**src/rtl/i2c_fi_pkg.sv**
```systemverilog
package i2c_fi_pkg;

    typedef enum logic [3:0] {
        ST_IDLE,
        ST_START,
        ST_LOW_A,
        ST_LOW_B,
        ST_HIGH,
        ST_STOP_LOW_A,
        ST_STOP_LOW_B,
        ST_STOP_HIGH,
        ST_HALT
    } fi_state_e;

endpackage

```
**src/rtl/i2c_fi_qtimer.sv**
```systemverilog
module i2c_fi_qtimer #(
    parameter int DIV_W = 16
) (
    input  logic             clk,
    input  logic             rst_n,
    input  logic             run,
    input  logic [DIV_W:0]   limit,
    output logic             qend
);

    logic [DIV_W:0] cnt_q;

    assign qend = run && (cnt_q == limit);

    always_ff @(posedge clk or negedge rst_n) begin
        if (!rst_n) begin
            cnt_q <= '0;
        end else if (qend) begin
            cnt_q <= '0;
        end else if (run) begin
            cnt_q <= cnt_q + 1'b1;
        end
    end

    // the counter never runs past the current phase length
    assert_cnt_in_range_R2: assert property (@(posedge clk) disable iff (!rst_n)
        run |-> (cnt_q <= limit));

endmodule

```
**src/rtl/i2c_fi_shreg.sv**
```systemverilog
module i2c_fi_shreg #(
    parameter int W = 9
) (
    input  logic         clk,
    input  logic         rst_n,
    input  logic         load,
    input  logic         shift,
    input  logic [W-1:0] load_val,
    output logic         msb
);

    logic [W-1:0] sr_q;

    assign msb = sr_q[W-1];

    always_ff @(posedge clk or negedge rst_n) begin
        if (!rst_n) begin
            sr_q <= '1;
        end else if (load) begin
            sr_q <= load_val;
        end else if (shift) begin
            sr_q <= {sr_q[W-2:0], 1'b1};
        end
    end

    // a frame is never loaded and shifted in the same cycle
    assert_single_op_R4: assert property (@(posedge clk) disable iff (!rst_n)
        !(load && shift));

endmodule

```
**src/rtl/i2c_fault_injector.sv**
```systemverilog
module i2c_fault_injector
    import i2c_fi_pkg::*;
#(
    parameter int DIV_W  = 16,
    parameter int ADDR_W = 7
) (
    input  logic              clk,
    input  logic              rst_n,
    input  logic              start_i,
    input  logic [ADDR_W-1:0] addr_i,
    input  logic [DIV_W-1:0]  div_i,
    input  logic              scl_i,
    input  logic              sda_i,
    output logic              scl_oe_o,
    output logic              sda_oe_o,
    output logic              busy_o,
    output logic              done_o,
    output logic              addr_ack_o,
    output logic              addr_nack_o
);

    localparam int DATA_W  = ADDR_W + 1;
    localparam int FRAME_W = DATA_W + 1;
    localparam int CNT_W   = $clog2(FRAME_W);

    fi_state_e          state, state_d;
    logic [CNT_W-1:0]   bit_cnt;
    logic               data_phase;
    logic               ack_q, nack_q;
    logic               scl_oe_q, sda_oe_q, done_q;
    logic               qend, run, two_q, last_slot;
    logic [DIV_W:0]     limit;
    logic               ld, sh, frame_msb;
    logic [FRAME_W-1:0] ld_val;

    assign last_slot = (bit_cnt == CNT_W'(FRAME_W - 1));
    assign two_q     = (state == ST_START) || (state == ST_HIGH) || (state == ST_STOP_HIGH);
    assign limit     = two_q ? {div_i, 1'b1} : {1'b0, div_i};

    always_comb begin
        unique case (state)
            ST_START, ST_HIGH, ST_STOP_HIGH:                   run = scl_i;
            ST_LOW_A, ST_LOW_B, ST_STOP_LOW_A, ST_STOP_LOW_B: run = 1'b1;
            default:                                           run = 1'b0;
        endcase
    end

    i2c_fi_qtimer #(.DIV_W(DIV_W)) u_qtimer (
        .clk   (clk),
        .rst_n (rst_n),
        .run   (run),
        .limit (limit),
        .qend  (qend)
    );

    assign ld     = ((state == ST_IDLE) && start_i) ||
                    ((state == ST_HIGH) && qend && last_slot && !data_phase && !sda_i);
    assign sh     = (state == ST_HIGH) && qend && !last_slot;
    assign ld_val = (state == ST_IDLE) ? {addr_i, 1'b0, 1'b1} : {{DATA_W{1'b0}}, 1'b1};

    i2c_fi_shreg #(.W(FRAME_W)) u_shreg (
        .clk      (clk),
        .rst_n    (rst_n),
        .load     (ld),
        .shift    (sh),
        .load_val (ld_val),
        .msb      (frame_msb)
    );

    always_comb begin
        state_d = state;
        unique case (state)
            ST_IDLE:       if (start_i) state_d = ST_START;
            ST_START:      if (qend) state_d = ST_LOW_A;
            ST_LOW_A:      if (qend) state_d = ST_LOW_B;
            ST_LOW_B:      if (qend) state_d = (data_phase && last_slot) ? ST_HALT : ST_HIGH;
            ST_HIGH:       if (qend) state_d = (!data_phase && last_slot && sda_i) ? ST_STOP_LOW_A
                                                                                  : ST_LOW_A;
            ST_STOP_LOW_A: if (qend) state_d = ST_STOP_LOW_B;
            ST_STOP_LOW_B: if (qend) state_d = ST_STOP_HIGH;
            ST_STOP_HIGH:  if (qend) state_d = ST_IDLE;
            ST_HALT:       state_d = ST_HALT;
            default:       state_d = ST_IDLE;
        endcase
    end

    // State register and run bookkeeping
    always_ff @(posedge clk or negedge rst_n) begin
        if (!rst_n) begin
            state      <= ST_IDLE;
            bit_cnt    <= '0;
            data_phase <= 1'b0;
            ack_q      <= 1'b0;
            nack_q     <= 1'b0;
        end else begin
            state <= state_d;
            if ((state == ST_IDLE) && start_i) begin
                bit_cnt    <= '0;
                data_phase <= 1'b0;
                ack_q      <= 1'b0;
                nack_q     <= 1'b0;
            end else if ((state == ST_HIGH) && qend) begin
                if (last_slot) begin
                    bit_cnt    <= '0;
                    data_phase <= 1'b1;
                    ack_q      <= !sda_i;
                    nack_q     <= sda_i;
                end else begin
                    bit_cnt <= bit_cnt + 1'b1;
                end
            end
        end
    end

    // Output register, computed from the next state
    always_ff @(posedge clk or negedge rst_n) begin
        if (!rst_n) begin
            scl_oe_q <= 1'b0;
            sda_oe_q <= 1'b0;
            done_q   <= 1'b0;
        end else begin
            scl_oe_q <= (state_d == ST_LOW_A) || (state_d == ST_LOW_B) ||
                        (state_d == ST_STOP_LOW_A) || (state_d == ST_STOP_LOW_B) ||
                        (state_d == ST_HALT);
            done_q   <= (state_d == ST_HALT) && (state != ST_HALT);
            unique case (state_d)
                ST_START, ST_STOP_LOW_B, ST_STOP_HIGH: sda_oe_q <= 1'b1;
                ST_LOW_B:                              sda_oe_q <= !frame_msb;
                ST_IDLE:                               sda_oe_q <= 1'b0;
                default:                               sda_oe_q <= sda_oe_q;
            endcase
        end
    end

    assign scl_oe_o    = scl_oe_q;
    assign sda_oe_o    = sda_oe_q;
    assign done_o      = done_q;
    assign busy_o      = (state != ST_IDLE) && (state != ST_HALT);
    assign addr_ack_o  = ack_q;
    assign addr_nack_o = nack_q;

    // SDA is steady through a data high phase
    assert_sda_steady_high_R3: assert property (@(posedge clk) disable iff (!rst_n)
        ((state == ST_HIGH) && ($past(state) == ST_HIGH)) |-> $stable(sda_oe_o));
    // the halted state holds SCL low with SDA released
    assert_halt_lines_R5: assert property (@(posedge clk) disable iff (!rst_n)
        done_o |=> (scl_oe_o && !sda_oe_o && !done_o));
    // the two acknowledge flags exclude each other
    assert_flags_exclusive_R6: assert property (@(posedge clk) disable iff (!rst_n)
        !(addr_ack_o && addr_nack_o));
    // done never coincides with busy
    assert_done_not_busy_R7: assert property (@(posedge clk) disable iff (!rst_n)
        done_o |-> !busy_o);
    // done is a single-cycle pulse
    assert_done_pulse_R8: assert property (@(posedge clk) disable iff (!rst_n)
        done_o |=> !done_o);
    // a held-low SCL freezes the high phase
    assert_stretch_holds_R10: assert property (@(posedge clk) disable iff (!rst_n)
        ((state == ST_HIGH) && !scl_i) |=> (state == ST_HIGH));

endmodule

```
**config.mk**
```make
export PLATFORM = sky130hd
export DESIGN_NAME = i2c_fault_injector
export DESIGN_NICKNAME = d
export VERILOG_FILES = /design/src/rtl/i2c_fi_pkg.sv /design/src/rtl/i2c_fi_qtimer.sv /design/src/rtl/i2c_fi_shreg.sv /design/src/rtl/i2c_fault_injector.sv
export SDC_FILE = /design/constraint.sdc
export NUM_CORES = 1
export LEC_CHECK = 0
export BUFFER_PORTS_ARGS = -buffer_cell sky130_fd_sc_hd__buf_2
export CAP_MARGIN = 40
export CORE_MARGIN = 5
export CORE_UTILIZATION = 33
export CTS_CLUSTER_DIAMETER = 120
export DETAILED_ROUTE_END_ITERATION = 16
export PLACE_DENSITY = 0.56
export SLEW_MARGIN = 30
export SYNTH_ARGS = -nofsm -noshare
export SYNTH_HDL_FRONTEND = slang
export SYNTH_SLANG_ARGS = --single-unit
```
**constraint.sdc**
```tcl
create_clock -name clk -period 6 [get_ports clk]
set_clock_uncertainty 0.1 [all_clocks]
set_input_delay 1.2 -clock clk [delete_from_list [all_inputs] [get_ports clk]]
set_output_delay 1.2 -clock clk [all_outputs]
set_load 0.02 [all_outputs]
```
==> results of run 1 <==
-- cell usage after synthesis (6+ instances only) --
library cell | n | area (um2)
a21oi_1 | 16 | 80.1
a22oi_1 | 6 | 45.0
dfstp_2 | 8 | 210
o32ai_1 | 8 | 70.1
dfrtp_1 | 31 | 776
and3_1 | 8 | 50.1
o21ai_0 | 19 | 95.1
inv_1 | 27 | 101
nor2_1 | 27 | 101
xnor2_1 | 8 | 70.1
nor2b_1 | 11 | 68.8
xor2_1 | 11 | 96.3
nand2_1 | 46 | 173
nand3_1 | 8 | 40.0
clkbuf_1 | 15 | 56.3
nand4_1 | 7 | 43.8
-- power by group --
part	internal, mW	total, mW	switching (mW)
clock	0.126	0.236	0.109
sequential	0.285	0.322	0.0371
combinational	0.0698	0.154	0.0838
total	0.481	0.711	0.230
-- layout make-up --
cell class	instances	share of cell area
multi-input combinational	284	0.544
sequential	39	0.287
timing repair buffer	38	0.0649
tap	111	0.0405
inverter	27	0.0295
clock buffer	5	0.0200
clock inverter	3	0.0138
-- critical path, stage by stage (launching register included) --
cell	delay [ps]
dfrtp_1	710
xor2_1	740
o32ai_1	170
and3_1	210
or4_1	470
or4_4	590
or4b_1	720
nor3_4	330
mux2_1	350
nand2_1	70
o21ai_1	50
-- layer usage --
layer | track usage | vias up | routed length (um)
li1 | - | 1421 | -
met1 | 0.223 | 1438 | 4110
met2 | 0.267 | 97 | 4300
met3 | 0.0291 | 20 | 469
met4 | 0.0509 | 0 | 192
met5 | 0 | - | 0
-- sequential cells by signal, summed over array words and instances, names as in the netlist --
name	count
addr_ack_o	1
addr_nack_o	1
bit_cnt	4
data_phase	1
done_o	1
scl_oe_o	1
sda_oe_o	1
state	4
u_qtimer.cnt_q	17
u_shreg.sr_q	8
-- worst max path at each step --
stage          cells past startpoint               start                           to
3_5_place_dp                      10            div_i[3]  u_shreg.sr_q[2]$_DFFE_PN1P_
2_1_floorplan                     10           div_i[11]  u_shreg.sr_q[2]$_DFFE_PN1P_
4_1_cts                           10  state[0]$_DFF_PN0_  u_shreg.sr_q[2]$_DFFE_PN1P_
3_3_place_gp                      10           div_i[11]  u_shreg.sr_q[2]$_DFFE_PN1P_
5_1_grt                           10  state[0]$_DFF_PN0_  u_shreg.sr_q[2]$_DFFE_PN1P_
6_report                          10  state[0]$_DFF_PN0_  u_shreg.sr_q[2]$_DFFE_PN1P_
-- through the flow --
stage / hold slack, ps / area (um2) / util / std cells
floorplan: 335 / 3060 / - / 372
global placement: 344 / 3280 / 0.359 / 497
detailed placement: 349 / 3320 / 0.362 / 499
CTS: 364 / 3430 / 0.375 / 507
global route: 385 / 3430 / 0.375 / 507
finish: 359 / 3430 / 0.375 / 507
-- kinds of logic after synthesis --
| family | count (synthesis) |
|---|---|
| flip-flops | 39 |
| XOR/XNOR | 19 |
| AND/OR/NAND/NOR | 147 |
| AO/OA/AOI/OAI | 111 |
| multiplexers | 4 |
| buffers and inverters | 49 |
| adder cells (fa/ha/maj) | 3 |
==> summary.txt, run 1 <==
Worst hold path
  • Hold Path Origin: u_shreg.sr_q[5]$_DFFE_PN1P_
  • Endpoint, Worst Hold: u_shreg.sr_q[5]$_DFFE_PN1P_
  • Worst Hold Class: flip-flop to flip-flop
  • Hold Path Stages: 2

Timing
  • Setup Viol. Count Final: 0
  • RSZ-0062 raised after global routing: false
  • Min Tclk post-route: 4580 ps
  • Period utilization: 0.763
  • Final setup margin: 1420 ps
  • Setup TNS: 0 ps
  • Final Max Slew Viols: 0
  • Worst Max-Slew Pin Slew: 864 ps
  • Slew Limit Headroom: 0.422
  • Final count of hold timing violations: 0
  • Fmax: 0.218 GHz

Worst setup path
  • Data arrival time of the worst path: 4720 ps
  • Kind of end point of the critical path: flip-flop
  • CP Max Fanout: 20
  • Setup crit start kind: flip-flop
  • Reg2reg start: state[0]$_DFF_PN0_
  • RR Endpoint: u_shreg.sr_q[2]$_DFFE_PN1P_
  • R2R cell count: 10
  • WP data required: 6140 ps
  • Crit Path Category: flip-flop to flip-flop
  • R2R setup slack: 1420 ps

Drt
  • Vias per cell: 5.87
  • DR iter-0 viols: 254
  • Post-detailed-routing wire length: 9080 um
  • Drt pass-1 iters: 5
  • Routed wire per std cell: 17.9 um
  • Final ANT Viol Nets: 0
  • Residual DRC: 0
  • DR vias: 2976

Clock network
  • Total CTS buffers: 5
  • Clock root cell: clkbuf_8
  • Setup Fix Bufs, Post-CTS: 0
  • Clock Pin Slew Worst Setup and Hold Paths: 100 ps
  • CTS resizes: 0
  • CTS tree: yes
  • Hold_buf cts: 0
  • # clock sinks: 39
  • Clock buffer depth: 2
  • H-tree depth: 2
  • Worst-skew pair later-pin latency: 300 ps

Synth
  • Adder-cell share of the synthesized area: 0.0123
  • Mux contribution to synthesized area: 0.0135
  • Flops & latches, synth: 39
  • Main synth FF type: dfrtp_1
  • Synthesis Warnings: 0
  • Net Count, Synth: 403
  • Library cells used by synthesis: 74
  • Simple-gate share of the synthesized area: 0.265
  • Cell Area, Synth: 3060 um2
  • Sequential share of the synthesized area: 0.322
  • EDFF count, synth: 0
  • Asr flop ratio synth: 1.00
  • Cells after synthesis: 372
  • Syn Area/Cell: 8.23 um2
  • Largest family of logic cells by synthesized area: simple AND/OR/NAND/NOR gates
  • Post-Synth XOR/XNOR Area: 0.0543
  • Compound-gate portion of the synthesized area: 0.265

Global route
  • Vias in the first global route: 2895
  • Largest net degree at the start of global routing: 26
  • Grt total ovfl: 0
  • First-pass GRT wire length: 15100 um
  • Total GRT Usage: 0.165
  • Initial antenna violation count: 0

Finish
  • N_diodes: 0
  • Final #Nets: 426
  • Fillers: 908
  • Commonest non-fill, non-tap cell in the layout: nand2_1
  • Area growth from synthesis to layout: 12.1%
  • Multi-input gate area: 1870 um2
  • Layout cells sized above 1: 0.169
  • Commonest cells after routing, fill and taps aside: 46 x nand2_1, 33 x buf_2, 31 x dfrtp_1
  • FF/Latch Area: 986 um2

Place
  • Dpl ws: 1410 ps
  • GP Congestion: 0.941
  • PortBufs: 33
  • HPWL after detailed placement: 6820 um

Power and ir drop
  • Power per cell area: 207 nW/um2
  • Lkg Pwr: 1.50 nW
  • Maximum vdd drop: 0.114 mV
  • Total power: 0.711 mW

Flow run
  • Max_cap viols: 0

Die
  • Die ar.: 11300 um2
  • Initial Util: 0.335
  • Die Y: 106 um
  • Core Region: 9150 um2
  • # IOs: 34
  • Die Wd: 106 um
  • Site Rows: 35

Outcome
  • Outcome: finished, final reports clean
Power figures use the tool's default switching activity.
==> run 2, diff against run 1 <==
--- a/config.mk
+++ b/config.mk
@@ -5,6 +5,7 @@
 export SDC_FILE = /design/constraint.sdc
 export NUM_CORES = 1
 export LEC_CHECK = 0
+export ABC_AREA = 1
 export BUFFER_PORTS_ARGS = -buffer_cell sky130_fd_sc_hd__buf_2
 export CAP_MARGIN = 40
 export CORE_MARGIN = 5
==> constraint.sdc (replaced) <==
create_clock -name clk -period 4.3 [get_ports clk]
set_clock_uncertainty 0.1 [all_clocks]
set_input_delay 0.86 -clock clk [delete_from_list [all_inputs] [get_ports clk]]
set_output_delay 0.86 -clock clk [all_outputs]
set_load 0.02 [all_outputs]
==> run 2 against run 1 <==
  * Global-route usage fell by 1.0 points
  * Fmax rose by 29%
  * First-iteration DRC count rose by 1.6%
  * Area after synthesis rose by 3.3%
  * Die area rose by 3.0%
  * Setup slack got worse by 670 ps
  * Register-to-register slack got worse by 670 ps
  * Routed wire length fell by 6.2%
  * Core utilization rose by 0.67 points
  * Critical endpoint is now u_shreg.sr_q[5]$_DFFE_PN1P_
  * Largest cell class unchanged
==> summary.txt, run 2 <==
Worst setup path
  • R2R cell count: 16 (was 10)
  • Most used cell along the critical path: nand2_1
  • Crit Path Category: flip-flop to flip-flop (unchanged)
  • WP data required: 4430 ps (was 6140 ps)
  • Worst path cell trace: inv_1 > nand2_1 > nand3_2 > nand2_2 > nand2_1 > nand2_1 > inv_2 > nor2_1 > nand3_1 > nor2_2 > nand3_2 > nor2_2 > nand2_1 > nand2_1 > nand3_1 > o211ai_1 (was xor2_1 > o32ai_1 > and3_1 > or4_1 > or4_4 > or4b_1 > nor3_4 > mux2_1 > nand2_1 > o21ai_1)
  • CP Max Fanout: 29 (was 20)
  • Data arrival time of the worst path: 3680 ps (was 4720 ps)
  • Slowest CP cell: dfrtp_1 (was xor2_1)
  • Setup crit start kind: flip-flop (unchanged)
  • Worst stage delay on the critical path: 470 ps (was 740 ps)
  • Kind of end point of the critical path: flip-flop (unchanged)

Timing
  • Worst Max-Slew Pin Slew: 561 ps (was 864 ps)
  • Final Max Slew Viols: 0 (unchanged)
  • Period utilization: 0.825 (was 0.763)
  • Min Tclk post-route: 3550 ps (was 4580 ps)
  • Fmax: 0.282 GHz (was 0.218 GHz)
  • Final count of hold timing violations: 0 (unchanged)
  • Setup Viol. Count Final: 0 (unchanged)
  • Min Hold Slack: 354 ps (was 359 ps)
  • Slew Limit Headroom: 0.624 (was 0.422)
  • RSZ-0062 raised after global routing: false (unchanged)
  • Setup TNS: 0 ps (unchanged)

Synth
  • Sequential share of the synthesized area: 0.311 (was 0.322)
  • Top-count cell post-synth: nand2_1 (unchanged)
  • Leading area contributor after synthesis: dfrtp_1 (unchanged)
  • Library cells used by synthesis: 36 (was 74)
  • Syn Area/Cell: 6.33 um2 (was 8.23 um2)
  • Synth area leaders: dfrtp_1 25%, nand2_1 17%, nand3_1 14% (was dfrtp_1 25%, dfstp_2 6.9%, nand2_1 5.6%)
  • Asr flop ratio synth: 1.00 (unchanged)
  • EDFF count, synth: 0 (unchanged)
  • Cell Area, Synth: 3170 um2 (was 3060 um2)
  • Post-synth top cells: 143 x nand2_1, 88 x nand3_1, 79 x inv_1 (was 46 x nand2_1, 31 x dfrtp_1, 27 x inv_1, 27 x nor2_1, 19 x o21ai_0)
  • Net Count, Synth: 531 (was 403)
  • Top-area cell type share of the netlist area: 0.245 (was 0.253)
  • Synthesis Warnings: 0 (unchanged)
  • Cells after synthesis: 500 (was 372)
  • Flops & latches, synth: 39 (unchanged)
  • Main synth FF type: dfrtp_1 (unchanged)

Clock network
  • CTS resizes: 0 (unchanged)
  • Hold_buf cts: 0 (unchanged)
  • Clock root cell: clkbuf_8 (unchanged)
  • CTS tree: yes (unchanged)
  • Clock buffer depth: 2 (unchanged)
  • Total CTS buffers: 5 (unchanged)
  • H-tree depth: 2 (unchanged)
  • Setup Fix Bufs, Post-CTS: 0 (unchanged)
  • # clock sinks: 39 (unchanged)
  • Clock Pin Slew Worst Setup and Hold Paths: 100 ps (about the same)
  • Worst-skew pair later-pin latency: 310 ps (was 300 ps)

Place
  • HPWL after detailed placement: 6620 um (was 6820 um)
  • PortBufs: 33 (unchanged)
  • DP Area: 3450 um2 (was 3320 um2)
  • GP Congestion: 0.832 (was 0.941)

Drt
  • DR vias: 3206 (was 2976)
  • DR iter-0 viols: 258 (was 254)
  • DR WL met2: 3800 um (was 4300 um)
  • Drt pass-1 iters: 5 (unchanged)
  • Post-detailed-routing wire length: 8520 um (was 9080 um)
  • Vias per cell: 4.84 (was 5.87)
  • Routed wire per std cell: 12.9 um (was 17.9 um)
  • WL met3: 342 um (was 469 um)
  • M1 WL: 4230 um (was 4110 um)
  • Residual DRC: 0 (unchanged)
  • Highest metal used: met4 (unchanged)
  • Final ANT Viol Nets: 0 (unchanged)

Die
  • Initial Util: 0.341 (was 0.335)
  • Site Rows: 35 (unchanged)
  • Die ar.: 11700 um2 (was 11300 um2)
  • Die Y: 108 um (was 106 um)
  • Die Wd: 108 um (was 106 um)
  • # IOs: 34 (unchanged)
  • Core Region: 9280 um2 (was 9150 um2)

Finish
  • N_diodes: 0 (unchanged)
  • Max FFs per register: 17 (unchanged)
  • Layout cells sized above 1: 0.141 (was 0.169)
  • Register bank with the most flops: u_qtimer.cnt_q (unchanged)
  • Final #Nets: 563 (was 426)
  • Commonest non-fill, non-tap cell in the layout: nand2_1 (unchanged)
  • Commonest cells after routing, fill and taps aside: 143 x nand2_1, 88 x nand3_1, 79 x inv_1 (was 46 x nand2_1, 33 x buf_2, 31 x dfrtp_1)
  • Top Registers: u_qtimer.cnt_q x17, u_shreg.sr_q x8 (unchanged)
  • Design area: 3540 um2 (was 3430 um2)
  • Area growth from synthesis to layout: 12.0% (was 12.1%)

Power and ir drop
  • Combinational fraction of design power: 0.351 (was 0.216)
  • Switch Pwr: 0.458 mW (was 0.230 mW)
  • Clock share of power: 0.245 (was 0.331)
  • Internal power: 0.670 mW (was 0.481 mW)
  • Lkg Pwr: 1.95 nW (was 1.50 nW)
  • Switching share of power: 0.406 (was 0.324)
  • Sequential Power Share: 0.404 (was 0.453)
  • Power per cell area: 318 nW/um2 (was 207 nW/um2)
  • Maximum vdd drop: 0.108 mV (was 0.114 mV)

Global route
  • Grt total ovfl: 0 (unchanged)
  • Largest net degree at the start of global routing: 31 (was 26)
  • First-pass GRT wire length: 14600 um (was 15100 um)
  • Total GRT Usage: 0.155 (was 0.165)
  • Vias in the first global route: 3063 (was 2895)
  • Initial antenna violation count: 0 (unchanged)

Worst hold path
  • Worst Hold Class: input port to async pin (was flip-flop to flip-flop)

Flow run
  • Max_cap viols: 0 (unchanged)

Outcome
  • Outcome: finished, final reports clean (unchanged)
-- run 2: cell families (layout without fill, tap and decap cells) --
kind of cell	after synthesis	count (layout)	share of synthesized area
compound gates	34	34	0.0676
xor+xnor	7	7	0.0194
fa+ha+maj	3	3	0.0119
buf+inv	93	126	0.121
flops	39	39	0.311
simple gates	324	324	0.468
-- run 2: per-stage QoR --
stage                     worst slack, ps   util  std cells  total power, mW
after floorplan                      1750      -        500            0.751
after global placement                942  0.370        653            0.853
after detailed placement              752  0.372        654            0.858
after CTS                             754  0.382        662             1.14
after global routing                  301  0.382        662             1.23
final                                 753  0.382        662             1.13
-- run 2: power groups by stage --
stage	combinational (mW)	sequential [mW]	clock [mW]
5_1_grt	0.468	0.461	0.303
2_1_floorplan	0.298	0.454	0
4_1_cts	0.398	0.455	0.288
3_3_place_gp	0.392	0.462	0
6_report	0.396	0.456	0.277
3_5_place_dp	0.396	0.462	0
-- run 2: area by class of cell --
cell class              instances  area, um2
clock inverters                 3       25.0
multi-input cells             368       1800
fillers                      1039       5740
clock buffers                   5       68.8
flip-flops and latches         39        986
inverters                      82        308
well taps                     129        161
repair buffers                 36        200
-- run 2: path summary, 6_finish.rpt --
| check | slack [ps] | startpoint | end |
|---|---|---|---|
| hold reg to reg | 390 | u_shreg.sr_q[7]$_DFFE_PN1P_ | u_shreg.sr_q[7]$_DFFE_PN1P_ |
| setup / recovery | 750 | state[1]$_DFF_PN0_ | u_shreg.sr_q[5]$_DFFE_PN1P_ |
| setup reg to reg | 750 | state[1]$_DFF_PN0_ | u_shreg.sr_q[5]$_DFFE_PN1P_ |
| max in group asynchronous | 3200 | rst_n | u_shreg.sr_q[8]$_DFFE_PN1P_ |
| min in group clk | 390 | u_shreg.sr_q[7]$_DFFE_PN1P_ | u_shreg.sr_q[7]$_DFFE_PN1P_ |
| hold / removal | 350 | rst_n | u_qtimer.cnt_q[10]$_DFFE_PN0P_ |
-- run 2: layer usage --
layer	GRT usage	up-vias
li1	-	1666
met1	0.226	1454
met2	0.233	74
met3	0.0269	12
met4	0.0442	0
met5	0	-
-- run 2: critical path: cells and delay by family, from the launching register on --
family,cells,cell delay [ps]
and+or+nand+nor,13,2560
DFF,1,470
buffers and inverters,2,220
AOI/OAI and AO/OA,1,120
==> run 3, diff against run 2 <==
--- a/config.mk
+++ b/config.mk
@@ -5,14 +5,14 @@
 export SDC_FILE = /design/constraint.sdc
 export NUM_CORES = 1
 export LEC_CHECK = 0
-export ABC_AREA = 1
+export ABC_AREA = 0
 export BUFFER_PORTS_ARGS = -buffer_cell sky130_fd_sc_hd__buf_2
 export CAP_MARGIN = 40
 export CORE_MARGIN = 5
 export CORE_UTILIZATION = 33
 export CTS_CLUSTER_DIAMETER = 120
 export DETAILED_ROUTE_END_ITERATION = 16
-export PLACE_DENSITY = 0.56
+export PLACE_DENSITY = 0.58
 export SLEW_MARGIN = 30
 export SYNTH_ARGS = -nofsm -noshare
 export SYNTH_HDL_FRONTEND = slang
==> constraint.sdc (replaced) <==
create_clock -name clk -period 3 [get_ports clk]
set_clock_uncertainty 0.1 [all_clocks]
set_input_delay 0.6 -clock clk [delete_from_list [all_inputs] [get_ports clk]]
set_output_delay 0.6 -clock clk [all_outputs]
set_load 0.02 [all_outputs]
==> run 3 against run 2 <==
  * The run now ends with negative setup slack left
  * Highest routed layer unchanged
  * Non-clock buffer count is 109 higher
  * Flip-flop and latch count unchanged
  * Sequential power grew 39%
  * Setup slack got worse by 1400 ps
  * Critical path depth fell by 6
  * Critical endpoint is now u_shreg.sr_q[2]$_DFFE_PN1P_
  * Die area down 2.9%
  * Combinational power is 17% higher
  * First-iteration DRC count shrank 30%
  * Count of clock-buffer cells in the layout unchanged
  * Clock power rose by 30%
==> summary.txt, run 3 (synthesis gave the netlist of run 1 again) <==
Outcome
  • Outcome: finished, violations left (was finished, final reports clean)
  • Violated checks: negative setup slack

Drt
  • DR iter-0 viols: 181 (was 258)
  • Drt pass-1 iters: 4 (was 5)
  • Vias per cell: 5.47 (was 4.84)
  • Routed wire per std cell: 17.5 um (was 12.9 um)
  • DR vias: 3355 (was 3206)
  • Final ANT Viol Nets: 0 (unchanged)
  • Residual DRC: 0 (unchanged)
  • Post-detailed-routing wire length: 10700 um (was 8520 um)

Clock network
  • Worst-skew pair later-pin latency: 300 ps (was 310 ps)
  • Clock root cell: clkbuf_8 (unchanged)
  • H-tree depth: 2 (unchanged)
  • CTS tree: yes (unchanged)
  • Hold_buf cts: 0 (unchanged)
  • # clock sinks: 39 (unchanged)
  • Clock Pin Slew Worst Setup and Hold Paths: 90 ps (was 100 ps)
  • Clock buffer depth: 2 (unchanged)
  • Total CTS buffers: 5 (unchanged)

Place
  • GP Congestion: 0.979 (was 0.832)
  • # placed instances: 601 (was 654)
  • HPWL after detailed placement: 8260 um (was 6620 um)
  • DP Area: 4110 um2 (was 3450 um2)
  • PortBufs: 33 (unchanged)

Power and ir drop
  • Power per cell area: 323 nW/um2 (was 318 nW/um2)
  • Lkg Pwr: 2.10 nW (was 1.95 nW)
  • Total power: 1.46 mW (was 1.13 mW)
  • Maximum vdd drop: 0.198 mV (was 0.108 mV)

Timing
  • Min Hold Slack: 155 ps (was 354 ps)
  • Min Tclk post-route: 3630 ps (was 3550 ps)
  • Setup TNS: -13020 ps (was 0 ps)
  • Final setup margin: -628 ps (was 753 ps)
  • Fmax: 0.276 GHz (was 0.282 GHz)
  • Period utilization: 1.21 (was 0.825)
  • RSZ-0062 raised after global routing: true (was false)
  • Worst Max-Slew Pin Slew: 546 ps (was 561 ps)
  • Final Max Slew Viols: 0 (unchanged)
  • Final count of hold timing violations: 0 (unchanged)
  • Slew Limit Headroom: 0.627 (was 0.624)
  • Setup Viol. Count Final: 39 (was 0)

Worst setup path
  • CP Launch Point: state[1]$_DFF_PN0_ (unchanged)
  • Kind of end point of the critical path: flip-flop (unchanged)
  • Data arrival time of the worst path: 3770 ps (was 3680 ps)
  • CP Max Fanout: 7 (was 29)
  • R2R cell count: 10 (was 16)
  • Buffers plus inverters on the worst setup path: 0 (was 2)
  • Worst path cell trace: or4b_4 > o21ai_2 > a221oi_2 > or3_1 > or4_4 > or4b_4 > nor3_4 > mux2_4 > nand2_2 > o21ai_2 (was inv_1 > nand2_1 > nand3_2 > nand2_2 > nand2_1 > nand2_1 > inv_2 > nor2_1 > nand3_1 > nor2_2 > nand3_2 > nor2_2 > nand2_1 > nand2_1 > nand3_1 > o211ai_1)
  • Setup crit start kind: flip-flop (unchanged)
  • Crit Path Category: flip-flop to flip-flop (unchanged)
  • Slowest CP cell: or4b_4 (was dfrtp_1)
  • WP data required: 3140 ps (was 4430 ps)
  • Crit path max-delay family: simple AND/OR/NAND/NOR gates (unchanged)
  • Total stage count of the critical path: 10 (was 16)
  • Reg2reg start: state[1]$_DFF_PN0_ (unchanged)
  • Worst stage delay on the critical path: 600 ps (was 470 ps)

Die
  • Site Rows: 35 (unchanged)
  • Die ar.: 11300 um2 (was 11700 um2)
  • Die Y: 106 um (was 108 um)
  • Initial Util: 0.335 (was 0.341)
  • Die Wd: 106 um (was 108 um)
  • # IOs: 34 (unchanged)
  • Core Region: 9150 um2 (was 9280 um2)

Finish
  • Fillers: 894 (was 1039)
  • Register bank with the most flops: u_qtimer.cnt_q (unchanged)
  • Area growth from synthesis to layout: 47.3% (was 12.0%)
  • Final #Nets: 533 (was 563)
  • Multi-input gate area: 2130 um2 (was 1800 um2)
  • Top Registers: u_qtimer.cnt_q x17, u_shreg.sr_q x8 (unchanged)
  • Design area: 4510 um2 (was 3540 um2)
  • Commonest cells after routing, fill and taps aside: 101 x buf_4, 36 x nand2_1, 33 x buf_2 (was 143 x nand2_1, 88 x nand3_1, 79 x inv_1)
  • Final cell count without fillers: 613 (was 662)
  • Commonest non-fill, non-tap cell in the layout: buf_4 (was nand2_1)
  • Layout cells sized above 1: 0.426 (was 0.141)
  • Max FFs per register: 17 (unchanged)
  • N_diodes: 0 (unchanged)
  • FF/Latch Area: 988 um2 (was 986 um2)

Global route
  • First-pass GRT wire length: 17100 um (was 14600 um)
  • Largest net degree at the start of global routing: 21 (was 31)
  • Initial antenna violation count: 0 (unchanged)
  • Vias in the first global route: 3339 (was 3063)
  • Grt total ovfl: 0 (unchanged)
  • Total GRT Usage: 0.190 (was 0.155)

Worst hold path
  • Worst Hold Class: input port to async pin (unchanged)

Flow run
  • Max_cap viols: 0 (unchanged)
run 3: cell types whose count changed in the layout (fill, tap and decap cells not counted), moves of 9 or more:
cell	before	now
nand2_1	143	36
buf_4	2	101
nand3_1	88	7
inv_1	79	27
nor2_1	50	27
buf_6	0	9
nor2b_1	0	9
run 3: final timing paths:
check	end	slack, ps
max in group asynchronous	u_qtimer.cnt_q[6]$_DFFE_PN0P_	2150
setup / recovery	u_shreg.sr_q[2]$_DFFE_PN1P_	-630
hold reg to reg	u_shreg.sr_q[7]$_DFFE_PN1P_	360
min in group clk	u_shreg.sr_q[7]$_DFFE_PN1P_	360
setup reg to reg	u_shreg.sr_q[2]$_DFFE_PN1P_	-630
hold / removal	bit_cnt[3]$_DFFE_PN0P_	160
run 3: cell type report:
cell class,count,area share
Timing Repair Buffer,145,0.238
Clock buffer,5,0.0153
Clock inverter,2,0.00305
Inverter,27,0.0225
Sequential cell,39,0.219
Multi-Input combinational cell,284,0.472
Tap cell,111,0.0308
run 3: through the flow:
stage,utilization,setup WS [ps]
finish,0.493,-628
global route,0.493,-710
CTS,0.480,-582
detailed placement,0.449,-743
global placement,0.446,-719
floorplan,-,-721
run 3: what timing repair did:
item / CTS / global route
pin swaps: 17 / 7
resized for setup: 39 / 27
cloned: 0 / 1
setup endpoints to repair: 39 / 39
buffers inserted: 5 / 2
run 3: metal layers:
layer | vias up | wire, um | GRT usage
li1 | 1637 | - | -
met1 | 1617 | 4900 | 0.262
met2 | 83 | 5050 | 0.303
met3 | 18 | 498 | 0.0243
met4 | 0 | 248 | 0.0740
met5 | - | 0 | 0
run 3: power by group:
part	leakage [nW]	switching (mW)	internal (mW)
combinational	1.57	0.219	0.245
sequential	0.488	0.0642	0.570
clock	0.0440	0.202	0.159
total	2.10	0.485	0.974
run 3: worst register-to-register path, delay by kind of cell (launching register included):
kind,cells,cell delay (ps)
and+or+nand+nor,6,2410
DFF,1,470
AOI/OAI and AO/OA,3,260
muxes,1,330
